$ cat config.mk
export PLATFORM = sky130hd
export DESIGN_NAME = dpram_shared_addr
export DESIGN_NICKNAME = d
export VERILOG_FILES = /design/src/rtl/dpram_pkg.sv /design/src/rtl/dpram_copy.sv /design/src/rtl/dpram_slice.sv /design/src/rtl/dpram_out_reg.sv /design/src/rtl/dpram_shared_addr.sv
export SDC_FILE = /design/constraint.sdc
export NUM_CORES = 1
export LEC_CHECK = 0
export BUFFER_PORTS_ARGS = -buffer_cell sky130_fd_sc_hd__buf_2
export CELL_PAD_IN_SITES_DETAIL_PLACEMENT = 0
export CELL_PAD_IN_SITES_GLOBAL_PLACEMENT = 1
export CORE_MARGIN = 5
export CORE_UTILIZATION = 47
export DETAILED_ROUTE_END_ITERATION = 8
export PLACE_DENSITY = 0.83
export SLEW_MARGIN = 20
export SYNTH_ARGS = -nofsm -noshare
export SYNTH_HDL_FRONTEND = slang
export SYNTH_SLANG_ARGS = --single-unit
$ cat constraint.sdc
create_clock -name clk_i -period 2.5 [get_ports clk_i]
set_clock_uncertainty 0.2 [all_clocks]
set_input_delay 0.25 -clock clk_i [delete_from_list [all_inputs] [get_ports clk_i]]
set_output_delay 0.25 -clock clk_i [all_outputs]
set_load 0.005 [all_outputs]
$ cat src/rtl/dpram_pkg.sv
package dpram_pkg;
  localparam int unsigned ADDR_W_DEF = 4;
  localparam int unsigned DATA_W_DEF = 1;

  function automatic int unsigned depth_of(input int unsigned aw);
    return 32'd1 << aw;
  endfunction
endpackage

$ cat src/rtl/dpram_copy.sv
// One 2^ADDR_W x 1 storage copy: edge-triggered write, asynchronous read.
module dpram_copy #(
  parameter int unsigned ADDR_W = dpram_pkg::ADDR_W_DEF
) (
  input  logic              clk_i,
  input  logic              we_i,
  input  logic              d_i,
  input  logic [ADDR_W-1:0] waddr_i,
  input  logic [ADDR_W-1:0] raddr_i,
  output logic              q_o
);
  localparam int unsigned DEPTH = dpram_pkg::depth_of(ADDR_W);

  logic [DEPTH-1:0] mem_q = '0;

  always_ff @(posedge clk_i) begin
    if (we_i) mem_q[waddr_i] <= d_i;
  end

  assign q_o = mem_q[raddr_i];
endmodule

$ cat src/rtl/dpram_slice.sv
// One bit of the word: two mirrored copies written in lockstep.
module dpram_slice #(
  parameter int unsigned ADDR_W = dpram_pkg::ADDR_W_DEF
) (
  input  logic              clk_i,
  input  logic              we_i,
  input  logic              d_i,
  input  logic [ADDR_W-1:0] addr_i,
  input  logic [ADDR_W-1:0] dp_addr_i,
  output logic              spo_o,
  output logic              dpo_o
);
  dpram_copy #(.ADDR_W(ADDR_W)) u_copy_sp (
    .clk_i   (clk_i),
    .we_i    (we_i),
    .d_i     (d_i),
    .waddr_i (addr_i),
    .raddr_i (addr_i),
    .q_o     (spo_o)
  );

  dpram_copy #(.ADDR_W(ADDR_W)) u_copy_dp (
    .clk_i   (clk_i),
    .we_i    (we_i),
    .d_i     (d_i),
    .waddr_i (addr_i),
    .raddr_i (dp_addr_i),
    .q_o     (dpo_o)
  );
endmodule

$ cat src/rtl/dpram_out_reg.sv
module dpram_out_reg #(
  parameter int unsigned W = dpram_pkg::DATA_W_DEF
) (
  input  logic         clk_i,
  input  logic         rst_ni,
  input  logic [W-1:0] d_i,
  output logic [W-1:0] q_o
);
  always_ff @(posedge clk_i or negedge rst_ni) begin
    if (!rst_ni) q_o <= '0;
    else         q_o <= d_i;
  end
endmodule

$ cat src/rtl/dpram_shared_addr.sv
module dpram_shared_addr #(
  parameter int unsigned ADDR_W = dpram_pkg::ADDR_W_DEF,
  parameter int unsigned DATA_W = dpram_pkg::DATA_W_DEF
) (
  input  logic              clk_i,
  input  logic              rst_ni,
  input  logic              we_i,
  input  logic [DATA_W-1:0] din_i,
  input  logic [ADDR_W-1:0] addr_i,
  input  logic [ADDR_W-1:0] dp_addr_i,
  output logic [DATA_W-1:0] spo_o,
  output logic [DATA_W-1:0] dpo_o,
  output logic [DATA_W-1:0] spo_q_o,
  output logic [DATA_W-1:0] dpo_q_o
);
  for (genvar b = 0; b < DATA_W; b++) begin : g_bit
    dpram_slice #(.ADDR_W(ADDR_W)) u_slice (
      .clk_i     (clk_i),
      .we_i      (we_i),
      .d_i       (din_i[b]),
      .addr_i    (addr_i),
      .dp_addr_i (dp_addr_i),
      .spo_o     (spo_o[b]),
      .dpo_o     (dpo_o[b])
    );
  end

  dpram_out_reg #(.W(DATA_W)) u_spo_reg (
    .clk_i  (clk_i),
    .rst_ni (rst_ni),
    .d_i    (spo_o),
    .q_o    (spo_q_o)
  );

  dpram_out_reg #(.W(DATA_W)) u_dpo_reg (
    .clk_i  (clk_i),
    .rst_ni (rst_ni),
    .d_i    (dpo_o),
    .q_o    (dpo_q_o)
  );
endmodule

After elaboration in Yosys (flattened, before gate mapping)
Cells that the tools add are included.
{ "classes": {"magnitude_cmp": 3, "n_reduce_logical": 1, "n_mux": 8} }
{ "ops": {"columns": ["operator", "n"], "rows": [
  ["bitwise mux 16 bit", 2],
  ["< comparator 4 x 5 -> 1 bit, second input constant", 2],
  ["binary-select mux 1 bit (select 4 bit)", 2],
  ["demux 1 bit (select 4 bit)", 1],
  [">= comparator 4 x 1 -> 1 bit, second input constant", 1],
  ["2-to-1 mux 1 bit", 3],
  ["logical AND 1 bit", 1]
]} }
{ "totals": {"out_inout_bits": 4, "in_bits": 12, "regBits": 34} }

Logic depth before layout (Yosys ltp)
{ "logic_depth": {"depth_word": 5, "ltp_mapped": 4, "depth_no_buf": 3} }

Cells and area by module
Synthesis repeated with hierarchy kept, for this count alone.
{ "unflattened": {"cells_unflattened": 94, "area_unflattened_um2": 1501.4} }
{ "modules_own_cells": {"columns": ["module", "area_per_inst_um2", "cells_each", "n_inst"], "rows": [
  ["dpram_copy", 725.7, 46, 2],
  ["dpram_out_reg", 25.0, 1, 2]
]} }

Least setup slack after synthesis
No wires, ideal clock.
{ "synth_path": {"kind": "input to output", "from": "input port addr_i[0]", "to": "output port spo_o", "cell_stages": 4, "required_ns": 2.050, "slack_ns": 0.935, "arrival_time_ns": 1.115, "cell_sequence": "buf_6 -> mux4_1 -> mux2i_1 -> mux2i_1"} }
{ "synth_via": {"elab_chain_cells": 2} }
{ "synth_rtl": {"columns": ["element", "line_no", "rtl"], "rows": [
  ["start, declared", "dpram_shared_addr.sv:9", "input logic [ADDR_W-1:0] addr_i,"],
  ["binary-select mux 1 bit (select 4 bit)", "dpram_copy.sv:20", "assign q_o = mem_q[raddr_i];"],
  ["2-to-1 mux 1 bit (implied by the code)", "dpram_copy.sv:20", null],
  ["end, declared", "dpram_shared_addr.sv:11", "output logic [DATA_W-1:0] spo_o,"]
]} }
No other way between the ends. The select of a mux whose other input is x is not followed.

==> metrics.md <==
| Metric | Value |
|---|---|
| Drt first pass iters | 4 |
| CP Capture Type | primary output |
| Type of origin of the critical path | flip-flop |
| I/O pins | 16 |
| Non-Filler Instances | 103 |
| Minimum clock period | 2030 ps |
| Final Hold Viols | 0 |
| Area occupied by multi-input gates | between 300 and 400 sq um |
| Filler cell count | between 150 and 200 |
| Internal power | 430 uW |
| Routed wire length | 1690 um |
| Power density cells | 525 nW/um^2 |
| Syn Inst Count | 57 |
| Setup_tns | 0 ps |
| Final Max Slew Viols | 0 |
| Cell Chain, Critical Path | mux4_1, mux2i_1, mux2i_1, buf_2 |
| Met3 Usage GRT | 4.16% |
| Final setup fails | 0 |
| Post-synthesis area per instance | 16.0 sq um |
| Initial Utilization | 48.0% |
| Post-DP Area | between 1000 and 1500 sq um |
| Global Route Usage Sum | 13.8% |
| Register share of total power | 61.5% |
| Area growth syn-to-layout | 15.2% |
| Synthesized area | 913 sq um |
| DRC viols | 0 |
| First-pass GRT wire length | 2840 um |
| GR met2 Demand/Resource | 23.4% |
| Vias per inst | 5.42 |
| CP peak stage delay | 510 ps |
| Initial antenna violation count | 0 |
| Worst rel slew slack | 83.9% |
| Busiest grt layer | met2 |
| FF+latch area | between 500 and 600 sq um |
| Largest net degree at the start of global routing | 17 |
| Nets | 89 |
| Seq/Total Area, Yosys | 58.1% |
| CTS tree | built |
| Core footprint | 1900 sq um |
| CTS clk-pin slew, worst paths | 110 ps |
| Crit path max-delay family | multiplexers |
| Inst Count DP | 97 |
| Buf/Inv on CP | 1 |
| Total clock sinks | 18 |
| Share of layout cells above drive strength 1 | 30.3% |
| Clock Power Share | 25.7% |
| Placer Congestion | roughly 0.75 |
| GR Layer Usage met1 | 17.2% |
| Routed len/inst | about 16 um |
| Gr ovfl total | 0 |
| Max-cap violation count | 0 |
| Reg2Reg Setup Slack | 1020 ps |
| Final ANT Viol Nets | 0 |
| Count of input and output buffers | 15 |
| Comb power frac | 12.8% |
| Num rows | 16 |
| Sw Share | 22.2% |
| CTS Buffer Depth | 2 |
| H-tree levels | 1 |
| Hold Crit Class | primary input to asynchronous set/reset pin |
| First DRT Iteration DRCs | 5 |
| Critical path peak fanout | 2 |
| Root buf cell | clkbuf_4 |
| Synth unique cells | 15 |
| Max rail drop VDD | 356 uV |
| Ys Warns | 0 |
| Net Switching | 122 uW |
| Worst-margin pin slew | between 200 and 250 ps |
| Vias in the first global route | 614 |
| RSZ-0062 raised after global routing | false |
| #FFs+latches synth | 18 |
| Chip Width | roughly 54 um |
| Final Cell Area | 1050 sq um |
| Synth Net Count | 69 |
| P_leak | 0.000387 uW |
| Number of setup buffers added after CTS | 0 |
| Period Utilization, post-route | 81.3% |
| Latest clock arrival within the worst-skew pair | between 200 and 300 ps |
| WP data arrival | 1580 ps |
| CTS Buf Count | 3 |
| Crit Path Class | flip-flop to primary output |
| DPL Wire Length | around 1300 um |
| # diodes | 0 |
| Worst Path Required | just over 2000 ps |
| Die ar. | 2930 sq um |
| Die height | 54.1 um |
| Status | finished, final reports clean |
| Critical Path Most Common Cell | mux2i_1 |
| Routed via count | between 500 and 600 |
| CP max stage cell | mux4_1 |
| Fmax | 0.492 GHz |
[path summary, 6_finish.rpt]
path	to	cells after the start	startpoint
max in group asynchronous	u_dpo_reg.q_o	2	rst_ni
worst max register to register	u_spo_reg.q_o	3	g_bit[0].u_slice.u_copy_dp.mem_q[14]
min in group clk_i	u_spo_reg.q_o	2	addr_i[3]
worst min-delay path	u_spo_reg.q_o	2	rst_ni
worst min register to register	u_spo_reg.q_o	3	g_bit[0].u_slice.u_copy_dp.mem_q[11]
worst max-delay path	spo_o	4	g_bit[0].u_slice.u_copy_dp.mem_q[14]
[repair_timing]
item	CTS	global route
endpoints found under the hold margin	3	0
hold buffers	2	0
gates resized for setup	0	0
setup endpoints to repair	0	0
[state kept, by name (all words and copies together), names as in the netlist]
name                           cells
u_spo_reg.q_o                      1
g_bit.u_slice.u_copy_dp.mem_q     15
u_dpo_reg.q_o                      1
g_bit.u_slice.u_copy_sp.mem_q      1
[layer usage]
layer  part of all wire [%]  vias up
met2                     49       12
met5                      0        -
li1                       -      268
met1                     46      276
met4                   0.47        0
met3                    4.1        2
[cell families after synthesis]
logic type,Yosys count,share of synthesized area (%)
muxes,14,27.9
and+or+nand+nor,23,12.2
buffers and inverters,2,1.78
DFF,18,58.1
[cells in the final DEF (no fill, tap or decap)]
cell	instances
buf_2	15
clkbuf_4	3
clkinv_1	1
dfrtp_1	2
dlygate4sd3_1	2
edfxtp_1	16
mux2i_1	6
mux4_1	4
mux4_2	4
nand2_1	1
nand2b_1	1
nand3_1	1
nand3b_1	2
nor2_1	12
nor3_1	4
or2b_1	1
or3b_2	1
[cells in the mapped netlist]
library cell / count / share of area, %
nand2b_1: 1 / 0.69
nand3b_1: 2 / 1.6
dfrtp_1: 2 / 5.5
nor2_1: 12 / 4.9
buf_2: 1 / 0.55
or2b_1: 1 / 0.82
mux4_2: 4 / 9.9
or3b_2: 1 / 0.96
mux4_1: 4 / 12
edfxtp_1: 16 / 53
nand3_1: 1 / 0.55
nor3_1: 4 / 2.2
mux2i_1: 6 / 6.6
nand2_1: 1 / 0.41
buf_6: 1 / 1.2
[final cells by class]
| cell class | instances | area share, % |
|---|---|---|
| multi-input combinational | 37 | 34.8 |
| tap | 27 | 3.21 |
| sequential | 18 | 50.4 |
| clock buffer | 3 | 2.14 |
| clock inverter | 1 | 0.357 |
| timing repair buffer | 17 | 9.04 |
[per-stage QoR]
| stage | hold WS, ps | util [%] | power [uW] | worst slack (ps) |
|---|---|---|---|---|
| 2_1_floorplan | -246 | - | 384 | 935 |
| 3_3_place_gp | -164 | 52.9 | 413 | 639 |
| 3_5_place_dp | -163 | 52.9 | 416 | 592 |
| 4_1_cts | 52.1 | 55.3 | 553 | 451 |
| 5_1_grt | 56.8 | 55.3 | 580 | 366 |
| 6_report | 48.9 | 55.3 | 552 | 468 |
[power by group through the flow]
stage / clock network, uW / registers [uW] / logic (uW)
global route: 161 / 341 / 77.7
CTS: 141 / 340 / 71.6
floorplan: 0 / 346 / 38.3
detailed placement: 0 / 346 / 69.2
global placement: 0 / 346 / 67.2
finish: 142 / 340 / 70.5
No activity file was read; power rests on OpenSTA's default activity.
